===== src/rtl/opcoll_pkg.sv =====
package opcoll_pkg;

    // Life cycle of one collector unit
    typedef enum logic [1:0] {
        CU_FREE   = 2'd0,
        CU_ARMED  = 2'd1,
        CU_GATHER = 2'd2
    } cu_state_e;

    function automatic int idx_width(input int n);
        return (n > 1) ? $clog2(n) : 1;
    endfunction

endpackage


===== src/rtl/opcoll_first_pick.sv =====
module opcoll_first_pick #(
    parameter int N     = 4,
    parameter int IDX_W = opcoll_pkg::idx_width(N)
) (
    input  logic [N-1:0]     req,
    output logic [IDX_W-1:0] idx,
    output logic [N-1:0]     grant
);

    always_comb begin
        logic hit;
        hit   = 1'b0;
        idx   = '0;
        grant = '0;
        for (int i = 0; i < N; i++) begin
            if (!hit && req[i]) begin
                hit      = 1'b1;
                idx      = IDX_W'(i);
                grant[i] = 1'b1;
            end
        end
    end

endmodule


===== src/rtl/opcoll_free_search.sv =====
module opcoll_free_search #(
    parameter int NUM_SETS   = 2,
    parameter int CU_PER_SET = 2,
    parameter int SET_W      = opcoll_pkg::idx_width(NUM_SETS),
    parameter int CU_W       = opcoll_pkg::idx_width(NUM_SETS * CU_PER_SET),
    parameter logic [NUM_SETS*SET_W-1:0] SET_ORDER = '0
) (
    input  logic [NUM_SETS*CU_PER_SET-1:0] cu_free,
    output logic                           found,
    output logic [CU_W-1:0]                cu_idx
);

    localparam int LOC_W = opcoll_pkg::idx_width(CU_PER_SET);

    logic [NUM_SETS-1:0]           rank_hit;
    logic [NUM_SETS-1:0][CU_W-1:0] rank_cu;

    for (genvar r = 0; r < NUM_SETS; r++) begin : g_rank
        localparam int SET_ID = int'(SET_ORDER[r*SET_W +: SET_W]);
        logic [LOC_W-1:0]      loc;
        logic [CU_PER_SET-1:0] loc_grant;

        opcoll_first_pick #(.N(CU_PER_SET), .IDX_W(LOC_W)) u_pick (
            .req   (cu_free[SET_ID*CU_PER_SET +: CU_PER_SET]),
            .idx   (loc),
            .grant (loc_grant)
        );

        assign rank_hit[r] = |loc_grant;
        assign rank_cu[r]  = CU_W'(SET_ID * CU_PER_SET) + CU_W'(loc);
    end

    always_comb begin
        found  = 1'b0;
        cu_idx = '0;
        for (int r = 0; r < NUM_SETS; r++) begin
            if (!found && rank_hit[r]) begin
                found  = 1'b1;
                cu_idx = rank_cu[r];
            end
        end
    end

endmodule


===== src/rtl/opcoll_unit.sv =====
module opcoll_unit
    import opcoll_pkg::*;
#(
    parameter int NSRC   = 4,
    parameter int WARP_W = 5,
    parameter int REG_W  = 6,
    parameter int OUT_W  = 1,
    parameter int SLOT_W = 2
) (
    input  logic                        clk,
    input  logic                        rst_n,
    input  logic                        alloc_en,
    input  logic [WARP_W-1:0]           alloc_warp,
    input  logic [NSRC-1:0]             alloc_src_vld,
    input  logic [NSRC-1:0][REG_W-1:0]  alloc_src_reg,
    input  logic [OUT_W-1:0]            alloc_out,
    input  logic                        clr_en,
    input  logic [SLOT_W-1:0]           clr_slot,
    input  logic                        disp_en,
    output logic                        is_free,
    output logic                        gathered,
    output logic                        rd_req,
    output logic [OUT_W-1:0]            bound_out,
    output logic [WARP_W-1:0]           warp_q,
    output logic [NSRC-1:0]             pend_q,
    output logic [NSRC-1:0][REG_W-1:0]  reg_q
);

    cu_state_e state_q, state_d;

    // State register
    always_ff @(posedge clk or negedge rst_n) begin
        if (!rst_n) state_q <= CU_FREE;
        else        state_q <= state_d;
    end

    // Transitions
    always_comb begin
        state_d = state_q;
        unique case (state_q)
            CU_FREE:   if (alloc_en) state_d = CU_ARMED;
            CU_ARMED:  state_d = disp_en ? CU_FREE : CU_GATHER;
            CU_GATHER: if (disp_en) state_d = CU_FREE;
            default:   state_d = CU_FREE;
        endcase
    end

    // Captured instruction context and pending operands
    always_ff @(posedge clk or negedge rst_n) begin
        if (!rst_n) begin
            bound_out <= '0;
            warp_q    <= '0;
            pend_q    <= '0;
            reg_q     <= '0;
        end else if (alloc_en && state_q == CU_FREE) begin
            bound_out <= alloc_out;
            warp_q    <= alloc_warp;
            pend_q    <= alloc_src_vld;
            reg_q     <= alloc_src_reg;
        end else if (disp_en) begin
            bound_out <= '0;
            warp_q    <= '0;
            pend_q    <= '0;
            reg_q     <= '0;
        end else if (clr_en && state_q != CU_FREE) begin
            pend_q[clr_slot] <= 1'b0;
        end
    end

    // Outputs decoded from state
    always_comb begin
        is_free  = 1'b0;
        rd_req   = 1'b0;
        gathered = 1'b0;
        unique case (state_q)
            CU_FREE:   is_free = 1'b1;
            CU_ARMED: begin
                rd_req   = |pend_q;
                gathered = ~|pend_q;
            end
            CU_GATHER: gathered = ~|pend_q;
            default:   is_free = 1'b1;
        endcase
    end

endmodule


===== src/rtl/opcoll_alloc.sv =====
module opcoll_alloc
    import opcoll_pkg::*;
#(
    parameter int NUM_IN     = 2,
    parameter int NUM_SETS   = 2,
    parameter int CU_PER_SET = 2,
    parameter int MAX_OPS    = 2,
    parameter int WARP_W     = 5,
    parameter int REG_W      = 6,
    parameter int NUM_CU     = NUM_SETS * CU_PER_SET,
    parameter int NSRC       = 2 * MAX_OPS,
    parameter int CU_W       = idx_width(NUM_CU),
    parameter int SLOT_W     = idx_width(NSRC),
    parameter int OUT_W      = idx_width(NUM_IN),
    parameter int SET_W      = idx_width(NUM_SETS),
    parameter logic [NUM_SETS*SET_W-1:0] SET_ORDER = 2'b10
) (
    input  logic                                   clk,
    input  logic                                   rst_n,
    input  logic [NUM_IN-1:0]                      in_valid,
    input  logic [NUM_IN-1:0][WARP_W-1:0]          in_warp,
    input  logic [NUM_IN-1:0][NSRC-1:0]            in_src_vld,
    input  logic [NUM_IN-1:0][NSRC-1:0][REG_W-1:0] in_src_reg,
    output logic [NUM_IN-1:0]                      in_take,
    input  logic [NUM_IN-1:0]                      out_free,
    input  logic                                   clr_vld,
    input  logic [CU_W-1:0]                        clr_cu,
    input  logic [SLOT_W-1:0]                      clr_slot,
    output logic [NUM_CU-1:0]                      rdreq_vld,
    output logic [NUM_CU-1:0][NSRC-1:0]            rdreq_mask,
    output logic [NUM_CU-1:0][NSRC-1:0][REG_W-1:0] rdreq_reg,
    output logic                                   disp_vld,
    output logic [CU_W-1:0]                        disp_cu,
    output logic [OUT_W-1:0]                       disp_out,
    output logic [WARP_W-1:0]                      disp_warp
);

    // Input selection: lowest staging buffer holding an instruction
    logic [OUT_W-1:0]  in_idx;
    logic [NUM_IN-1:0] in_grant;

    opcoll_first_pick #(.N(NUM_IN), .IDX_W(OUT_W)) u_in_pick (
        .req   (in_valid),
        .idx   (in_idx),
        .grant (in_grant)
    );

    // Free unit search over the sets
    logic [NUM_CU-1:0] cu_free;
    logic              free_found;
    logic [CU_W-1:0]   free_idx;

    opcoll_free_search #(
        .NUM_SETS   (NUM_SETS),
        .CU_PER_SET (CU_PER_SET),
        .SET_W      (SET_W),
        .CU_W       (CU_W),
        .SET_ORDER  (SET_ORDER)
    ) u_search (
        .cu_free (cu_free),
        .found   (free_found),
        .cu_idx  (free_idx)
    );

    logic alloc_ok;
    assign alloc_ok = (|in_grant) && free_found;
    assign in_take  = alloc_ok ? in_grant : '0;

    // Dispatch selection
    logic [NUM_CU-1:0]             cu_gathered;
    logic [NUM_CU-1:0]             cu_rd;
    logic [NUM_CU-1:0]             cu_ready;
    logic [NUM_CU-1:0]             disp_grant;
    logic [NUM_CU-1:0][OUT_W-1:0]  cu_out;
    logic [NUM_CU-1:0][WARP_W-1:0] cu_warp;
    logic [NUM_CU-1:0][NSRC-1:0]   cu_pend;

    for (genvar c = 0; c < NUM_CU; c++) begin : g_cu
        logic alloc_here;
        logic clr_here;

        assign alloc_here = alloc_ok && (free_idx == CU_W'(c));
        assign clr_here   = clr_vld && (clr_cu == CU_W'(c));

        opcoll_unit #(
            .NSRC   (NSRC),
            .WARP_W (WARP_W),
            .REG_W  (REG_W),
            .OUT_W  (OUT_W),
            .SLOT_W (SLOT_W)
        ) u_unit (
            .clk           (clk),
            .rst_n         (rst_n),
            .alloc_en      (alloc_here),
            .alloc_warp    (in_warp[in_idx]),
            .alloc_src_vld (in_src_vld[in_idx]),
            .alloc_src_reg (in_src_reg[in_idx]),
            .alloc_out     (in_idx),
            .clr_en        (clr_here),
            .clr_slot      (clr_slot),
            .disp_en       (disp_grant[c]),
            .is_free       (cu_free[c]),
            .gathered      (cu_gathered[c]),
            .rd_req        (cu_rd[c]),
            .bound_out     (cu_out[c]),
            .warp_q        (cu_warp[c]),
            .pend_q        (cu_pend[c]),
            .reg_q         (rdreq_reg[c])
        );

        assign cu_ready[c]   = cu_gathered[c] && out_free[cu_out[c]];
        assign rdreq_vld[c]  = cu_rd[c];
        assign rdreq_mask[c] = cu_rd[c] ? cu_pend[c] : '0;
    end

    opcoll_first_pick #(.N(NUM_CU), .IDX_W(CU_W)) u_disp_pick (
        .req   (cu_ready),
        .idx   (disp_cu),
        .grant (disp_grant)
    );

    assign disp_vld  = |disp_grant;
    assign disp_out  = cu_out[disp_cu];
    assign disp_warp = cu_warp[disp_cu];

endmodule


===== config.mk =====
export PLATFORM = sky130hd
export DESIGN_NAME = opcoll_alloc
export DESIGN_NICKNAME = d
export VERILOG_FILES = /design/src/rtl/opcoll_pkg.sv /design/src/rtl/opcoll_first_pick.sv /design/src/rtl/opcoll_free_search.sv /design/src/rtl/opcoll_unit.sv /design/src/rtl/opcoll_alloc.sv
export SDC_FILE = /design/constraint.sdc
export NUM_CORES = 1
export LEC_CHECK = 0
export BUFFER_PORTS_ARGS = -buffer_cell sky130_fd_sc_hd__buf_2
export CAP_MARGIN = 10
export CORE_MARGIN = 1
export CORE_UTILIZATION = 58
export DETAILED_ROUTE_END_ITERATION = 6
export GPL_TIMING_DRIVEN = 1
export PLACE_DENSITY = 0.87
export SLEW_MARGIN = 40
export SYNTH_ARGS = -nofsm -noshare
export SYNTH_HDL_FRONTEND = slang
export SYNTH_HIERARCHICAL = 1
export SYNTH_SLANG_ARGS = --single-unit

===== constraint.sdc =====
create_clock -name clk -period 6.7 [get_ports clk]
set_clock_uncertainty 0.05 [all_clocks]
set_input_delay 0.67 -clock clk [delete_from_list [all_inputs] [get_ports clk]]
set_output_delay 0.67 -clock clk [all_outputs]
set_load 0.02 [all_outputs]

-- Yosys cells after proc, flatten, opt, wreduce, memory -nomap -nowiden
Cells that the tools add are included.
- bitwise operators: 5
- $add $sub $neg: 1
- magnitude comparators: 8
- equality and inequality tests: 22
- reduce and logical (&&, ||, !) cells: 72
- multiplexer cells: 106
- operators with widths (kind ; number):
    24-bit 2-to-1 mux ; 10
    4-bit 2-to-1 mux ; 18
    5-bit 2-to-1 mux ; 11
    1-bit 2-to-1 mux ; 44
    2-bit 2-to-1 mux ; 16
    1-bit logical AND ; 29
    2-bit case mux with 3 select lines ; 4
    4-bit OR reduction ; 5
    4-bit bitwise AND ; 4
    2-bit == test, second input constant ; 8
    2-bit by 1-bit != test with 1-bit output, second input constant ; 8
    2-bit nonzero test ; 8
    2-bit OR reduction ; 7
    2-bit by 1-bit == test with 1-bit output, second input constant ; 6
    2-bit logical NOT ; 6
    3-bit nonzero test ; 4
    5-bit binary-select mux with 2-bit select ; 1
    1-bit by 2-bit less-than comparator with 1-bit output, second input constant ; 5
    1-bit logical NOT ; 9
    2-bit AND reduction ; 4
    2-bit by 3-bit less-than comparator with 1-bit output, second input constant ; 2
    4-bit NOT ; 1
    2-bit by 1-bit adder with 2-bit output, first input constant ; 1
    1-bit binary-select mux with 2-bit select ; 1
    other kinds (2) ; 2
- flip-flop bits (word level): 144
- output and inout bits: 127
- word-level logic and storage cells: 246

-- Longest topological paths before layout
- word-level depth: 16
- gate-level depth with buffers: 15

-- Hierarchy
Netlist, hierarchy kept.
- by module, submodules not included (module ; area an instance (µm²) ; cells an instance ; instances):
    opcoll_unit (g_cu[0].u_unit ...) ; 1690.4 ; 171 ; 3
    opcoll_unit (g_cu[3].u_unit) ; 1711.6 ; 171 ; 1
    opcoll_alloc ; 808.3 ; 81 ; 1
    opcoll_first_pick (u_in_pick ...) ; 28.8 ; 3 ; 3
    opcoll_first_pick (u_disp_pick) ; 63.8 ; 9 ; 1
    opcoll_free_search ; 33.8 ; 7 ; 1

-- Worst setup path after synthesis
No wires, ideal clock.
- path kind: register to output
- start point: reg g_cu[3].u_unit.pend_q[0]
- end point: out disp_out
- slack: 3.522 ns
- cell stages (with the launch flop): 7
- buffers on the path: 0
- arrival: 2.458 ns
- required time: 5.980 ns
- path through: dfrtp_1 -> nor4_1 -> and2_1 -> nor2b_1 -> nor2_1 -> nor3_1 -> mux4_2
- cells in the longest elaborated chain, start to end: 8
- RTL lines (item ; RTL line ; source):
    start, declared ; opcoll_unit.sv:25 ; output logic [NSRC-1:0] pend_q,
    start signal, assigned ; opcoll_unit.sv:58 ; pend_q <= alloc_src_vld;
    4-bit OR reduction ; opcoll_unit.sv:79, opcoll_unit.sv:81 ;
    1-bit logical NOT ; opcoll_unit.sv:79, opcoll_unit.sv:81 ;
    1-bit 2-to-1 mux ; n/a ;
    named net cu_gathered[3] ; opcoll_alloc.sv:70 ; logic [NUM_CU-1:0] cu_gathered;
    1-bit logical AND ; opcoll_alloc.sv:111 ; assign cu_ready[c] = cu_gathered[c] && out_free[cu_out[c]];
    named net cu_ready[3] ; opcoll_alloc.sv:72 ; logic [NUM_CU-1:0] cu_ready;
    1-bit logical AND ; opcoll_first_pick.sv:16 ; if (!hit && req[i]) begin
    2-bit 2-to-1 mux ; opcoll_first_pick.sv:16 ;
    named net disp_cu[1] ; opcoll_alloc.sv:33 ; output logic [CU_W-1:0] disp_cu,
    1-bit binary-select mux with 2-bit select ; opcoll_alloc.sv:123 ; assign disp_out = cu_out[disp_cu];
    1-bit 2-to-1 mux (not written as such) ; opcoll_alloc.sv:123 ;
    end, declared ; opcoll_alloc.sv:34 ; output logic [OUT_W-1:0] disp_out,
The timed path passes the listed nets, and every way through them passes these cells. The select of a mux whose other input is x is not followed.

-- Final worst setup path
- start point: reg g_cu[1].u_unit.state_q[0]
- end point: out disp_out
- cells in the longest elaborated chain, start to end: 14
- RTL lines (item ; RTL line ; source):
    start, declared ; opcoll_unit.sv:29 ; cu_state_e state_q, state_d;
    start signal, assigned ; opcoll_unit.sv:34 ; else state_q <= state_d;
    2-bit by 1-bit == test with 1-bit output / 2-bit == test (equally long branches) ; opcoll_unit.sv:75 ; unique case (state_q)
    2-bit OR reduction (no source line) (*) ; n/a ;
    1-bit 2-to-1 mux (*) ; n/a ;
    named net cu_gathered[1] ; opcoll_alloc.sv:70 ;
    1-bit logical AND (*) ; opcoll_alloc.sv:111 ;
    named net cu_ready[1] ; opcoll_alloc.sv:72 ;
    1-bit logical AND (*) ; opcoll_first_pick.sv:16 ;
    1-bit 2-to-1 mux ; opcoll_first_pick.sv:16 ;
    1-bit logical NOT ; opcoll_first_pick.sv:16 ;
    1-bit logical AND ; opcoll_first_pick.sv:16 ;
    1-bit 2-to-1 mux ; opcoll_first_pick.sv:16 ;
    1-bit logical NOT ; opcoll_first_pick.sv:16 ;
    1-bit logical AND ; opcoll_first_pick.sv:16 ;
    2-bit 2-to-1 mux (*) ; opcoll_first_pick.sv:16 ;
    1-bit binary-select mux with 2-bit select (*) ; opcoll_alloc.sv:123 ;
    1-bit 2-to-1 mux (not written as such) (*) ; opcoll_alloc.sv:123 ;
Mark *: on every way through the listed nets, which the timed path passes. The rest lies on a longest branch. The select of a mux whose other input is x is not followed.

==> results.cfg <==
[outcome]
outcome = finished, final reports clean

[clock_tree]
htreeDepth = 4
clkTransAtPathRegs_ns = 0.06
cts_made_buffers = 17
worstSkewPairLatency_ns = 0.41
cts_resized = 0
ctsHoldBuffers = 0
cts_root_buf = clkbuf_16
cts.sinks = 144
cts_setup_buffers = 0
cts_tree = built
ctsLongestPathBuffers = 2

[synth]
synth_seq_cells = 144
yosys_warnings = 6
post_synth_num_cell_types = 40
ys.flop_type = dfrtp_1
synth-edff-count = 0
syn_area_um2 = 7770
seq_area_frac_synth_pct = 46.3
async_flop_share_pct = 100
syn-num-nets = 883
synth_cells = 790
avgSynthCellArea_um2 = 9.84

[run]
max_cap_viol_count = 0

[power_and_ir_drop]
peakVddDrop_mv = 0.250
power_switching_mw = 1.78
seq_power_share_pct = 29.6
power.leakage_nw = 4.48
comb_power_share_pct = 47.5
internal_power_mw = 2.54
p_per_area_nw_per_um2 = 464
p_sw_share_pct = 41.2
clock_power_share_pct = 22.9

[routing]
dr.pass1.iters = 5
ant_nets = 0
finalWirelength_um = 20300
viasPerCell = 5.54
vias = 6347
initialDrtViolationCount = 607
drc_errors = 0
avgRoutedWirePerCell_um = 17.7

[worst_setup_path]
end_kind = output port
critPathMaxStageDelay_ns = 0.59
worstPathRequired_ns = 5.98
path_depth = 8
worst-setup-path-type = flip-flop to output port
critPathLaunchType = flip-flop
reg2reg_depth = 9
worstPathArrival_ns = 3.17
cpMostUsedCell = inv_1
critical_path.max_fanout = 7
cp_top_family = multiplexers
path_buf_inv = 3
slowest_stage = mux4_2
worstPathCellList = inv_1 -> ha_1 -> and2_1 -> nor2b_1 -> inv_1 -> a21oi_2 -> mux4_2 -> buf_2

[floorplanning]
placementRows = 41
boundaryPins = 204
core_region_area_um2 = 12800
die_width_um = 118
initial_core_util_pct = 60.6
die_h_um = 118
die_area_um2 = 13900

[sta]
fmax_mhz = 257
fin_crit_sh_pct = 58.1
grt_setup_unrepaired = false
fin_crit_ns = 3.89
finalHoldViolations = 0
worst_pin_slew_ns = 0.773
setup-tns-final_ns = 0
slew_violations = 0
relSlewSlack_pct = 48.5
setup_viol_count_final = 0

[grt]
grt_pass1_wl_um = 32400
grt-ovfl-total = 0
grt_start_max_net_pins = 77
antenna_found_initial = 0
grt_util_all_layers_pct = 29.9
grt_pass1_vias = 6250

[layout]
diodes = 0
final_nets = 1055
layoutNonFillerInstCount = 1146
syn_to_final_growth_pct = 19.8
layout-drive-gt1-share_pct = 32.5

[min_path]
hold_class = input port to asynchronous set/reset pin

[placement]
place.gp.congestion = 0.808
hpwl_um = 13300
io_buffers = 203
post-place-cells = 1114
==> metal layers <==
| metal | global-route usage, % | part of all wire (%) | vias up |
|---|---|---|---|
| li1 | - | - | 2976 |
| met1 | 39.3 | 43 | 3047 |
| met2 | 48.9 | 48 | 276 |
| met3 | 5.81 | 6.4 | 48 |
| met4 | 11.3 | 2.7 | 0 |
| met5 | 0 | 0 | - |
==> placed cells by master, fill, tap and decap left out, types with 2 or more instances in the layout <==
cell type  instances
buf_2            202
nor3b_1            3
mux2i_1            4
nor2_1             8
clkbuf_8           2
clkbuf_16         17
o41ai_2           12
and4bb_2           4
o21ai_0           71
mux4_2             6
dfrtp_1          144
inv_1             25
ha_1              16
nand4b_1           4
nor3_1             2
or3b_1             3
and2_4             4
and2_1            22
buf_4              4
nor4bb_1           4
nor4_1             4
nor2b_4            4
nand2_1          139
mux2_2            37
nor4b_1            4
buf_6              2
o21ai_1           58
clkinv_2           5
o21ai_2            5
nand2b_1         120
nand3b_1           4
clkinv_4           2
bufinv_16          4
nor2b_1           15
==> logic make-up after synthesis <==
logic type | share of synthesized area [%]
buffers and inverters | 6.49
AOI/OAI and AO/OA | 11.7
muxes | 7.61
adders and majority gates | 2.57
DFF | 46.3
and+or+nand+nor | 25.2
==> final timing paths <==
kind / from / endpoint / slack, ns
max in group asynchronous: rst_n / g_cu[3].u_unit/pend_q[3] / 5.30
min in group clk: g_cu[3].u_unit/reg_q[16] / g_cu[3].u_unit/reg_q[16] / 0.48
min: rst_n / g_cu[1].u_unit/warp_q[0] / 0.20
max: g_cu[1].u_unit/state_q[0] / disp_out / 2.81
max reg2reg: g_cu[2].u_unit/state_q[0] / g_cu[1].u_unit/reg_q[10] / 3.72
min reg2reg: g_cu[3].u_unit/reg_q[16] / g_cu[3].u_unit/reg_q[16] / 0.48
==> sequential cells by signal (all words and copies together), names as in the netlist <==
register and cells:
g_cu.u_unit/pend_q 16, g_cu.u_unit/bound_out 4, g_cu.u_unit/reg_q 96, g_cu.u_unit/warp_q 20
g_cu.u_unit/state_q 8
==> synthesized netlist by cell type, types with 5 or more instances <==
cell type	count	area, um2
o21ai_2	5	43.8
mux2_2	37	417
dfrtp_1	144	3600
clkbuf_1	12	45.0
inv_1	25	93.8
o41ai_2	12	195
buf_2	8	40.0
o21ai_0	71	355
nand2_1	139	522
ha_1	16	200
mux4_2	6	135
nand2b_1	120	751
nor2b_1	16	100
buf_6	20	225
clkbuf_2	8	40.0
buf_4	8	60.1
and2_1	22	138
nor2_1	9	33.8
o21ai_1	58	290
==> cell type report <==
cell class	count	area, um2
tap	172	215
multi-input combinational	565	3690
clock inverter	11	163
sequential	144	3600
fill	917	3510
inverter	25	93.8
timing repair buffer	209	1090
clock buffer	20	457
==> per-stage QoR <==
stage	worst slack, ns	utilization, %	hold slack, ns	area, um2	power [mW]
floorplan	3.52	-	0.324	7770	2.82
global placement	3.34	67.5	0.465	8660	3.21
detailed placement	3.27	67.6	0.469	8670	3.29
CTS	2.81	72.4	0.227	9290	4.31
global route	2.64	72.6	0.261	9320	4.56
finish	2.81	72.6	0.205	9320	4.32
==> power groups by stage <==
stage                     clock network [mW]  registers, mW  logic, mW
after detailed placement                   0           1.28       2.01
after floorplan                            0           1.42       1.40
after global routing                    1.04           1.30       2.22
after global placement                     0           1.27       1.93
after CTS                               1.00           1.27       2.03
final                                  0.990           1.28       2.05
(Power assumes the default switching activity.)
